$ cat src/rtl/adc_seq_pkg.sv
package adc_seq_pkg;

    localparam int unsigned SEQ_WORDS = 7;
    localparam int unsigned SEQ_CH    = 7;
    localparam int unsigned SEQ_SLOTS = SEQ_WORDS * SEQ_CH;
    localparam int unsigned SLOT_W    = $clog2(SEQ_SLOTS + 1);
    localparam int unsigned CH_W      = $clog2(SEQ_CH);
    localparam int unsigned REG_W     = 32;
    localparam int unsigned LANE_W    = 8;
    localparam int unsigned LANES     = REG_W / LANE_W;
    localparam int unsigned REGS      = (SEQ_WORDS + LANES - 1) / LANES;
    localparam int unsigned SEL_W     = (REGS > 1) ? $clog2(REGS) : 1;

    typedef logic [SEQ_CH-1:0]                 seq_word_t;
    typedef logic [SEQ_WORDS-1:0][SEQ_CH-1:0]  seq_tbl_t;

    typedef enum logic [0:0] {
        SQ_IDLE,
        SQ_CONV
    } seq_state_e;

    // power-up table: words indexed from 0 (word 1)
    function automatic seq_word_t seq_reset_word(input int w);
        case (w)
            0:       return 7'b0110111;
            1:       return 7'b1001000;
            2:       return 7'b0110110;
            3:       return 7'b1001001;
            4:       return 7'b0110110;
            5:       return 7'b1001000;
            6:       return 7'b0110111;
            default: return '0;
        endcase
    endfunction

    // slot s covers word s/SEQ_CH, scanning from the top channel down
    function automatic logic [CH_W-1:0] slot_to_ch(input logic [SLOT_W-1:0] s);
        logic [SLOT_W-1:0] r;
        r = s % SLOT_W'(SEQ_CH);
        return CH_W'(int'(SEQ_CH) - 1 - int'(r));
    endfunction

endpackage

$ cat src/rtl/adc_seq_table.sv
module adc_seq_table
    import adc_seq_pkg::*;
(
    input  logic                       clk,
    input  logic                       rst_n,
    input  logic                       wr_en,
    input  logic [SEL_W-1:0]           wr_sel,
    input  logic [REG_W-1:0]           wr_data,
    input  logic                       lock,
    output seq_tbl_t                   words,
    output logic [REGS-1:0][REG_W-1:0] rd_regs
);

    seq_tbl_t word_q;

    always_ff @(posedge clk or negedge rst_n) begin
        if (!rst_n) begin
            for (int w = 0; w < int'(SEQ_WORDS); w++) begin
                word_q[w] <= seq_reset_word(w);
            end
        end else if (wr_en && !lock) begin
            for (int w = 0; w < int'(SEQ_WORDS); w++) begin
                if (wr_sel == SEL_W'(w / int'(LANES))) begin
                    word_q[w] <= wr_data[(w % int'(LANES)) * int'(LANE_W) +: SEQ_CH];
                end
            end
        end
    end

    always_comb begin
        rd_regs = '0;
        for (int w = 0; w < int'(SEQ_WORDS); w++) begin
            rd_regs[w / int'(LANES)][(w % int'(LANES)) * int'(LANE_W) +: SEQ_CH] = word_q[w];
        end
    end

    assign words = word_q;

    AST_LOCK_HOLDS_TABLE: assert property (@(posedge clk) disable iff (!rst_n)
        lock |=> $stable(word_q));

    AST_IDLE_BUS_HOLDS_TABLE: assert property (@(posedge clk) disable iff (!rst_n)
        !wr_en |=> $stable(word_q));

endmodule

$ cat src/rtl/adc_seq_slot_map.sv
module adc_seq_slot_map
    import adc_seq_pkg::*;
(
    input  seq_tbl_t               tbl,
    output logic [SEQ_SLOTS-1:0]   slots
);

    // scan position w*SEQ_CH + b holds word w, channel SEQ_CH-1-b
    for (genvar w = 0; w < int'(SEQ_WORDS); w++) begin : g_word
        for (genvar b = 0; b < int'(SEQ_CH); b++) begin : g_bit
            assign slots[w * int'(SEQ_CH) + b] = tbl[w][int'(SEQ_CH) - 1 - b];
        end
    end

endmodule

$ cat src/rtl/adc_seq_first_hit.sv
module adc_seq_first_hit #(
    parameter int unsigned N  = 49,
    parameter int unsigned IW = 6
) (
    input  logic [N-1:0]  bits,
    input  logic [IW-1:0] start,
    output logic          hit,
    output logic [IW-1:0] idx
);

    // lowest set position at or above start
    always_comb begin
        hit = 1'b0;
        idx = '0;
        for (int i = int'(N) - 1; i >= 0; i--) begin
            if (bits[i] && (i >= int'(start))) begin
                hit = 1'b1;
                idx = IW'(i);
            end
        end
    end

endmodule

$ cat src/rtl/adc_slot_sequencer.sv
module adc_slot_sequencer
    import adc_seq_pkg::*;
(
    input  logic              clk,
    input  logic              rst_n,
    input  logic              cfg_wr_en,
    input  logic [SEL_W-1:0]  cfg_wr_sel,
    input  logic [REG_W-1:0]  cfg_wr_data,
    input  logic              cfg_lock,
    output logic [REG_W-1:0]  cfg_rd_lo,
    output logic [REG_W-1:0]  cfg_rd_hi,
    input  logic              conv_ack,
    output logic              conv_req,
    output logic [CH_W-1:0]   conv_ch,
    output logic              pass_start
);

    seq_tbl_t                   shadow_tbl;
    logic [REGS-1:0][REG_W-1:0] rd_regs;
    logic [SEQ_SLOTS-1:0]       slots_act;
    logic [SEQ_SLOTS-1:0]       slots_shd;

    seq_state_e          state_q, state_d;
    seq_tbl_t            active_q, active_d;
    logic [SLOT_W-1:0]   pos_q, pos_d;
    logic                ps_q, ps_d;

    logic                next_hit;
    logic [SLOT_W-1:0]   next_idx;
    logic                first_hit;
    logic [SLOT_W-1:0]   first_idx;
    logic [SLOT_W-1:0]   search_from;

    adc_seq_table u_table (
        .clk     (clk),
        .rst_n   (rst_n),
        .wr_en   (cfg_wr_en),
        .wr_sel  (cfg_wr_sel),
        .wr_data (cfg_wr_data),
        .lock    (cfg_lock),
        .words   (shadow_tbl),
        .rd_regs (rd_regs)
    );

    assign cfg_rd_lo = rd_regs[0];
    assign cfg_rd_hi = rd_regs[REGS-1];

    adc_seq_slot_map u_map_act (
        .tbl   (active_q),
        .slots (slots_act)
    );

    adc_seq_slot_map u_map_shd (
        .tbl   (shadow_tbl),
        .slots (slots_shd)
    );

    assign search_from = SLOT_W'(pos_q + SLOT_W'(1));

    adc_seq_first_hit #(.N(SEQ_SLOTS), .IW(SLOT_W)) u_next (
        .bits  (slots_act),
        .start (search_from),
        .hit   (next_hit),
        .idx   (next_idx)
    );

    adc_seq_first_hit #(.N(SEQ_SLOTS), .IW(SLOT_W)) u_first (
        .bits  (slots_shd),
        .start ('0),
        .hit   (first_hit),
        .idx   (first_idx)
    );

    // next-state decision
    always_comb begin
        state_d  = state_q;
        active_d = active_q;
        pos_d    = pos_q;
        ps_d     = 1'b0;
        unique case (state_q)
            SQ_IDLE: begin
                if (first_hit) begin
                    state_d  = SQ_CONV;
                    active_d = shadow_tbl;
                    pos_d    = first_idx;
                    ps_d     = 1'b1;
                end
            end
            SQ_CONV: begin
                if (conv_ack) begin
                    if (next_hit) begin
                        pos_d = next_idx;
                    end else if (first_hit) begin
                        active_d = shadow_tbl;
                        pos_d    = first_idx;
                        ps_d     = 1'b1;
                    end else begin
                        state_d = SQ_IDLE;
                    end
                end
            end
            default: state_d = SQ_IDLE;
        endcase
    end

    // state register
    always_ff @(posedge clk or negedge rst_n) begin
        if (!rst_n) begin
            state_q  <= SQ_IDLE;
            active_q <= '0;
            pos_q    <= '0;
            ps_q     <= 1'b0;
        end else begin
            state_q  <= state_d;
            active_q <= active_d;
            pos_q    <= pos_d;
            ps_q     <= ps_d;
        end
    end

    // outputs
    always_comb begin
        conv_req   = (state_q == SQ_CONV);
        conv_ch    = slot_to_ch(pos_q);
        pass_start = ps_q;
    end

    AST_REQ_HOLD: assert property (@(posedge clk) disable iff (!rst_n)
        conv_req && !conv_ack |=> conv_req && $stable(conv_ch));

    AST_PASS_WITH_REQ: assert property (@(posedge clk) disable iff (!rst_n)
        pass_start |-> conv_req);

    AST_PASS_ONE_CYCLE: assert property (@(posedge clk) disable iff (!rst_n)
        pass_start && !conv_ack |=> !pass_start);

    AST_REQ_NEEDS_BITS: assert property (@(posedge clk) disable iff (!rst_n)
        conv_req |-> (active_q != '0));

    AST_PTR_IN_RANGE: assert property (@(posedge clk) disable iff (!rst_n)
        pos_q < SLOT_W'(SEQ_SLOTS));

    AST_ISSUED_BIT_SET: assert property (@(posedge clk) disable iff (!rst_n)
        conv_req |-> slots_act[pos_q]);

    AST_PASS_FROZEN: assert property (@(posedge clk) disable iff (!rst_n)
        conv_req && !(conv_ack && !next_hit) |=> $stable(active_q));

    AST_NO_GAP: assert property (@(posedge clk) disable iff (!rst_n)
        conv_req && conv_ack && next_hit |=> conv_req);

endmodule

$ cat config.mk
export PLATFORM = sky130hd
export DESIGN_NAME = adc_slot_sequencer
export DESIGN_NICKNAME = d
export VERILOG_FILES = /design/src/rtl/adc_seq_pkg.sv /design/src/rtl/adc_seq_table.sv /design/src/rtl/adc_seq_slot_map.sv /design/src/rtl/adc_seq_first_hit.sv /design/src/rtl/adc_slot_sequencer.sv
export SDC_FILE = /design/constraint.sdc
export NUM_CORES = 1
export LEC_CHECK = 0
export BUFFER_PORTS_ARGS = -buffer_cell sky130_fd_sc_hd__buf_2
export CORE_MARGIN = 4
export CORE_UTILIZATION = 40
export CTS_CLUSTER_SIZE = 16
export DETAILED_ROUTE_END_ITERATION = 10
export SYNTH_ARGS = -nofsm -noshare
export SYNTH_HDL_FRONTEND = slang
export SYNTH_SLANG_ARGS = --single-unit
$ cat constraint.sdc
create_clock -name clk -period 8.1 [get_ports clk]
set_input_delay 1.62 -clock clk [delete_from_list [all_inputs] [get_ports clk]]
set_output_delay 1.62 -clock clk [all_outputs]
set_load 0.02 [all_outputs]
==> summary.txt, run 1 <==
Outcome
  • Status: finished, final reports clean

Floorplan
  • Die height: 140 um
  • Top Ports: ~110
  • Starting density of the core: 40.7%
  • Chip width: 140 um
  • Total die area: ~0.020 sq mm
  • Row count: 48
  • Core Region: 0.0172 sq mm

Critical path
  • Maximum fanout along the worst path: 31
  • WS Path Type: reg -> out
  • Reg2Reg Depth: 11
  • Critical path data arrival time: 5.03 ns
  • Startpoint Class: flop
  • CP required: 6.48 ns
  • Worst Setup End Kind: primary output

Power
  • Clock share of power: 18.3%
  • Switching power: between 0.001 and 0.0015 W
  • Maximum VDD drop: between 0.0005 and 0.0006 V
  • Total power: approximately 0.0027 W
  • Pwr dens: between 300 and 400 mW/mm^2
  • P_leak: between 3 and 4 nW
  • Reg power frac: 30.1%
  • Switching Share: 47.9%
  • Power Internal: 0.00139 W
  • Logic pwr share: between 50 and 60%

Flow run
  • Max Cap Viol: 0

Logic synthesis
  • Post-synth EDFFs: 0
  • Mapped Area: between 0.007 and 0.008 sq mm
  • Ys async rst share: 100%
  • Most frequent cell after synthesis: dfrtp_1
  • Main synth FF type: dfrtp_1
  • #FFs+latches synth: between 100 and 150
  • Top cells by area, synth: dfrtp_1 29%, dfstp_2 9.4%, mux2_2 7.5%, mux2_1 5.8%, a21oi_1 3.6%
  • Ys Warns: 0
  • Mean Syn Cell Area: 9.25 sq um
  • Sequential fraction of the synthesis area: 38.3%
  • Cell variety after synth: 81
  • Area leader, netlist: dfrtp_1
  • Post-Syn Instances: 758
  • Yosys top cell area share: 28.9%
  • Synth cell count leaders: 81 x dfrtp_1, 60 x nand2_1, 51 x a21oi_1, 51 x o21ai_0

Clocking
  • Max H-tree Level: 3
  • Clock Sinks: 106
  • Clk slew on worst S/H paths: 0.07 ns
  • Post-CTS setup buffers: 0
  • TritonCTS clock tree: done
  • Root buf cell: clkbuf_16
  • Max clock buf depth: 2
  • Hold buffer count at CTS: 0
  • Clock latency on the worst-skew pair: 0.37 ns
  • TritonCTS Buffers: 9
  • Resize count post-CTS: 0

STA
  • Setup tns final: 0 ns
  • # setup viols final: 0
  • Hold WS: 0.481 ns
  • Relative slew slack: 25.6%
  • Clock Skew: about 0.013 ns
  • Worst-Margin Slew: 1.11 ns
  • Fmax: 150 MHz
  • Final Hold Fails: 0
  • RSZ-0062 raised after global routing: false
  • Final min period: 6.65 ns
  • Fin crit share: 82.1%
  • Pins Over Slew Limit: 0
  • Setup ws final: 1.45 ns

Min path
  • Hold Path Stages: 1
  • Hold WC Path Type: reg -> reg

Layout
  • Fillers: between 1.5k and 2k
  • Antenna cells: 0
  • NumNets Final: 873
  • Area Growth Syn to Fin: 12.6%
  • Share of layout cells above drive strength 1: 24.1%

Place
  • PortBufs: 87
  • DP HPWL: 16.5 mm
  • Place WS: 1.90 ns
  • Routability congestion estimate: approximately 1.0

Detailed routing
  • DRT iter0 DRCs: 679
  • Routed length per instance: 20.9 um
  • Routed vias: 6420
  • # DRC: 0
  • Vias per cell: 6.08
  • Drt pass-1 iters: 6
  • WL final: 22.1 mm
  • Post-DRT Antenna Nets: 0

GRT
  • GRT Util Overall: 22.3%
  • Total grt overflow: 0
  • Initial antenna violation count: 0
  • Largest net degree at the start of global routing: 74
  • First-pass GRT wire length: 34.8 mm
  • Vias in the first global route: approximately 6.0k
==> power groups by stage <==
stage	Combinational (W)	Sequential (W)	Clock [W]
final	0.00137	0.000802	0.000487
after floorplan	0.000999	0.000756	0
after CTS	0.00136	0.000800	0.000498
after global routing	0.00152	0.000821	0.000519
after detailed placement	0.00135	0.000809	0
after global placement	0.00135	0.000806	0
==> registers in the layout (all words and copies together), names as in the netlist <==
name	cells
pos_q	6
conv_req	1
u_table.rd_regs	49
active_q	49
pass_start	1
==> per-stage QoR <==
stage          utilization, %  std cells  area, sq um
2_1_floorplan               -        772         7070
3_3_place_gp             43.9       1040         7570
3_5_place_dp             43.9       1040         7570
4_1_cts                  45.8       1056         7900
5_1_grt                  45.8       1056         7900
6_report                 45.8       1056         7900
==> critical path, stage by stage, from the launching register on <==
cell	delay (ns)
dfrtp_1	1.04
clkinv_1	0.56
a31oi_1	0.28
o22ai_1	0.25
o211ai_1	0.26
o21ai_0	0.12
ha_1	0.29
nand2_1	0.08
a31o_2	0.17
o211a_1	0.20
xnor2_1	0.09
ha_1	0.24
a21oi_1	0.21
mux2_2	0.37
ha_1	0.19
xor2_1	0.15
buf_2	0.16
==> worst paths after layout <==
path / start / to / slack, ns
max: pos_q[2] / conv_ch[2] / 1.45
min: active_q[5] / active_q[5] / 0.48
max reg2reg: pos_q[1] / active_q[16] / 2.95
min reg2reg: active_q[5] / active_q[5] / 0.48
max in group asynchronous: rst_n / pos_q[3] / 5.61
min in group asynchronous: rst_n / u_table.rd_regs[9] / 1.19
==> cells by family (layout without fill, tap and decap cells) <==
logic type / Yosys count / in the layout / share of synthesized area (%)
compound gates: 244 / 244 / 24.0
fa+ha+maj: 9 / 9 / 1.61
xor+xnor: 9 / 9 / 1.23
other cells: 1 / 15 / 0.0535
simple gates: 222 / 222 / 15.7
flops: 106 / 106 / 38.3
buf+inv: 84 / 143 / 5.78
mux: 83 / 83 / 13.3
==> final cells by class <==
| cell class | instances | area [sq um] | area share (%) |
|---|---|---|---|
| sequential | 106 | 2680 | 34.0 |
| inverter | 34 | 128 | 1.62 |
| clock buffer | 10 | 229 | 2.90 |
| timing repair buffer | 93 | 483 | 6.12 |
| clock inverter | 6 | 95.1 | 1.20 |
| tap | 225 | 282 | 3.56 |
| multi-input combinational | 582 | 4000 | 50.6 |
==> cell usage in the layout (no fill, tap or decap), drive strengths merged, types with 6 or more instances in the layout <==
cell type and count:
a211oi 12, dfrtp 81, ha 9, nor3 14
xnor2 6, nand4 9, inv 37, a21oi 51
nand2 60, o22ai 6, a31oi 11, nand2b 10
o31ai 10, dfstp 25, nor4 20, buf 93
and2 7, nand3 23, conb 15, nor2b 8
o21a 7, o211ai 12, clkbuf 10, nor2 47
mux2 83, o21ai 53
==> routing by layer <==
metal	track usage (%)	wire length, um
met4	6.32	497
met5	0	0
met3	4.03	1680
met2	35.8	10200
met1	31.0	9720
Note: power is estimated with default switching activity, not from simulation.
==> inputs of run 2 (changes only) <==
ABC_AREA = 1   (was default)
clock period = 6.55 ns   (was 8.1 ns; I/O delays follow)
==> run 2 against run 1 <==
Effect of this change: sequential share of layout area up 2.1 points; clock power up 15%; synthesized cell count up 26%; cell area down 5.8%.
==> summary.txt, run 2 <==
Detailed routing
  • Vias per cell: between 4 and 5
  • Wire length on met1: 9.17 mm
  • DRT iter0 DRCs: about 400
  • Met3 routed WL: 1.11 mm
  • Post-DRT Antenna Nets: 0
  • # DRC: 0
  • WL final: 19.7 mm
  • Routed vias: 6140
  • Max layer used: met4
  • Met2 WL: 9.00 mm
  • Routed length per instance: 15.8 um
  • Drt pass-1 iters: 5

Power
  • Maximum VDD drop: ~0.00022 V
  • Pwr dens: 345 mW/mm^2
  • P_leak: about 3.9 nW

Logic synthesis
  • Ys async rst share: 100%
  • Area leader, netlist: dfrtp_1
  • Sequential fraction of the synthesis area: between 40% and 50%
  • Post-synth EDFFs: 0
  • Post-Syn Instances: 953
  • Main synth FF type: dfrtp_1
  • Cell variety after synth: 44
  • Ys Warns: 0
  • Top cells by area, synth: dfrtp_1 31%, nand2_1 17%, dfstp_2 10%, o21ai_0 8.8%, inv_1 8.4%
  • Synth cell count leaders: 290 x nand2_1, 148 x inv_1, 116 x o21ai_0
  • #FFs+latches synth: 106
  • Mean Syn Cell Area: ~7 sq um
  • Most frequent cell after synthesis: nand2_1
  • Yosys top cell area share: 30.8%
  • Mapped Area: 0.00659 sq mm

STA
  • Clock Skew: 0.0129 ns
  • Setup tns final: 0 ns
  • Worst-Margin Slew: about 0.86 ns
  • Pins Over Slew Limit: 0
  • Final min period: around 5.4 ns
  • Relative slew slack: 42.6%
  • RSZ-0062 raised after global routing: false
  • Final Hold Fails: 0
  • Fmax: 185 MHz
  • # setup viols final: 0
  • Fin crit share: between 80% and 90%

Floorplan
  • Top Ports: 107
  • Row count: 46
  • Starting density of the core: between 40% and 50%
  • Chip width: 136 um
  • Die height: 136 um
  • Core Region: 0.0160 sq mm
  • Total die area: around 0.019 sq mm

Layout
  • Area Growth Syn to Fin: 13.0%
  • Seq. cell area: 0.00268 sq mm
  • Design area: 0.00744 sq mm
  • Commonest cells after routing, fill and taps aside: 290 x nand2_1, 148 x inv_1, 116 x o21ai_0, 88 x nor2_1, 86 x buf_2
  • Most common cell after layout, fill and taps aside: nand2_1
  • NumNets Final: 1077
  • Share of layout cells above drive strength 1: 15.9%
  • Fillers: around 1.7k
  • Antenna cells: 0
  • Multi-input gate area: 0.00313 sq mm

Critical path
  • CP max stage cell: dfrtp_1
  • WS Path Type: reg -> out
  • Worst Setup End Kind: primary output
  • Startpoint Class: flop
  • Critical path data arrival time: roughly 4.1 ns
  • CP bufs+invs: 5
  • Max stage delay on crit path: about 0.55 ns
  • Cell family with most CP delay: adder cells
  • Worst r2r src: pos_q[1]
  • CP Depth: 22
  • Reg2Reg Depth: 24
  • R2R setup slack: 1.66 ns
  • Maximum fanout along the worst path: 10
  • Reg2reg end: pos_q[0]
  • Cell Chain, Critical Path: inv_1 -> ha_1 -> nand3_1 -> nor2_1 -> o21ai_0 -> xor2_1 -> inv_1 -> nor2_1 -> a21oi_1 -> ha_1 -> inv_1 -> o221ai_1 -> inv_1 -> nand2_1 -> xor2_1 -> ha_1 -> nand2_1 -> nand2_1 -> mux2_2 -> ha_1 -> xor2_1 -> buf_2
  • Crit path launch: pos_q[1]
  • CP endpoint: conv_ch[2]
  • CP required: about 5.2 ns

Place
  • Post-DP Area: 0.00714 sq mm
  • Routability congestion estimate: 0.930
  • DP HPWL: 15.7 mm
  • PortBufs: 87

Outcome
  • Status: finished, final reports clean

Clocking
  • Clock latency on the worst-skew pair: 0.35 ns
  • Hold buffer count at CTS: 0
  • Max H-tree Level: 3
  • Clk slew on worst S/H paths: 0.08 ns
  • Post-CTS setup buffers: 0
  • TritonCTS Buffers: 9
  • Clock Sinks: around 110
  • Max clock buf depth: 2
  • Root buf cell: clkbuf_16
  • TritonCTS clock tree: done
  • Resize count post-CTS: 0

Min path
  • Hold WC Path Type: reg -> reg

GRT
  • GRT Util Overall: 21.9%
  • Vias in the first global route: 5766
  • Total grt overflow: 0
  • Initial antenna violation count: 0
  • Largest net degree at the start of global routing: 91
  • First-pass GRT wire length: 31.3 mm

Flow run
  • Max Cap Viol: 0
run 2: cell count changes in the layout (fill, tap and decap cells not counted), moves of 26 or more:
cell / delta
mux2_2: -45
o21ai_0: +65
inv_1: +115
nand2_1: +230
mux2_1: -36
a21oi_1: -26
nor2_1: +41
run 2: where the power goes:
group          total, W  leakage, nW  internal (W)  switching [W]
clock          0.000559        0.145      0.000302       0.000256
combinational   0.00113         2.53      0.000354       0.000778
sequential     0.000876         1.26      0.000758       0.000118
run 2: cell type report:
cell class	instances	share of cell area [%]
well taps	216	3.63
multi-input cells	666	42.1
clock inverters	6	1.01
flip-flops and latches	106	36.1
repair buffers	91	6.29
clock buffers	10	3.08
inverters	156	7.87
run 2: worst min-delay path by stage:
| stage | startpoint | end | slack [ns] | cells past startpoint |
|---|---|---|---|---|
| 2_1_floorplan | active_q[10] | active_q[10] | 0.45 | 2 |
| 3_3_place_gp | active_q[31] | active_q[31] | 0.47 | 2 |
| 3_5_place_dp | active_q[47] | active_q[47] | 0.47 | 2 |
| 4_1_cts | active_q[7] | active_q[7] | 0.49 | 2 |
| 5_1_grt | active_q[19] | active_q[19] | 0.52 | 2 |
| 6_report | active_q[47] | active_q[47] | 0.49 | 2 |
run 2: worst min-delay path, stage by stage (launching register included):
cell,delay [ns]
dfrtp_1,0.34
nand2_1,0.05
o21ai_0,0.06
run 2: metrics by stage:
step / power, W / cells / worst slack [ns] / util (%) / hold WS (ns)
after global placement: 0.00202 / 1235 / 1.49 / 44.6 / 0.469
after global routing: 0.00276 / 1251 / 0.621 / 46.5 / 0.523
after CTS: 0.00258 / 1251 / 1.07 / 46.5 / 0.493
after detailed placement: 0.00202 / 1235 / 1.48 / 44.6 / 0.473
after floorplan: 0.00166 / 967 / 1.63 / - / 0.445
final: 0.00257 / 1251 / 1.13 / 46.5 / 0.486
run 2: cell families (layout without fill, tap and decap cells):
kind of cell / after synthesis / after routing / synth area share (%)
AO/OA/AOI/OAI: 177 / 177 / 15.3
XOR/XNOR: 5 / 5 / 0.665
adder cells (fa/ha/maj): 9 / 9 / 1.71
buffers and inverters: 195 / 263 / 12.5
flip-flops: 106 / 106 / 40.8
multiplexers: 2 / 2 / 0.342
other: 1 / 15 / 0.0569
AND/OR/NAND/NOR: 458 / 458 / 28.7
run 2: layer usage:
layer	up-vias	GRT usage, %
met1	2789	30.7
met2	173	34.6
met5	-	0
met4	0	6.89
met3	25	3.74
li1	3153	-
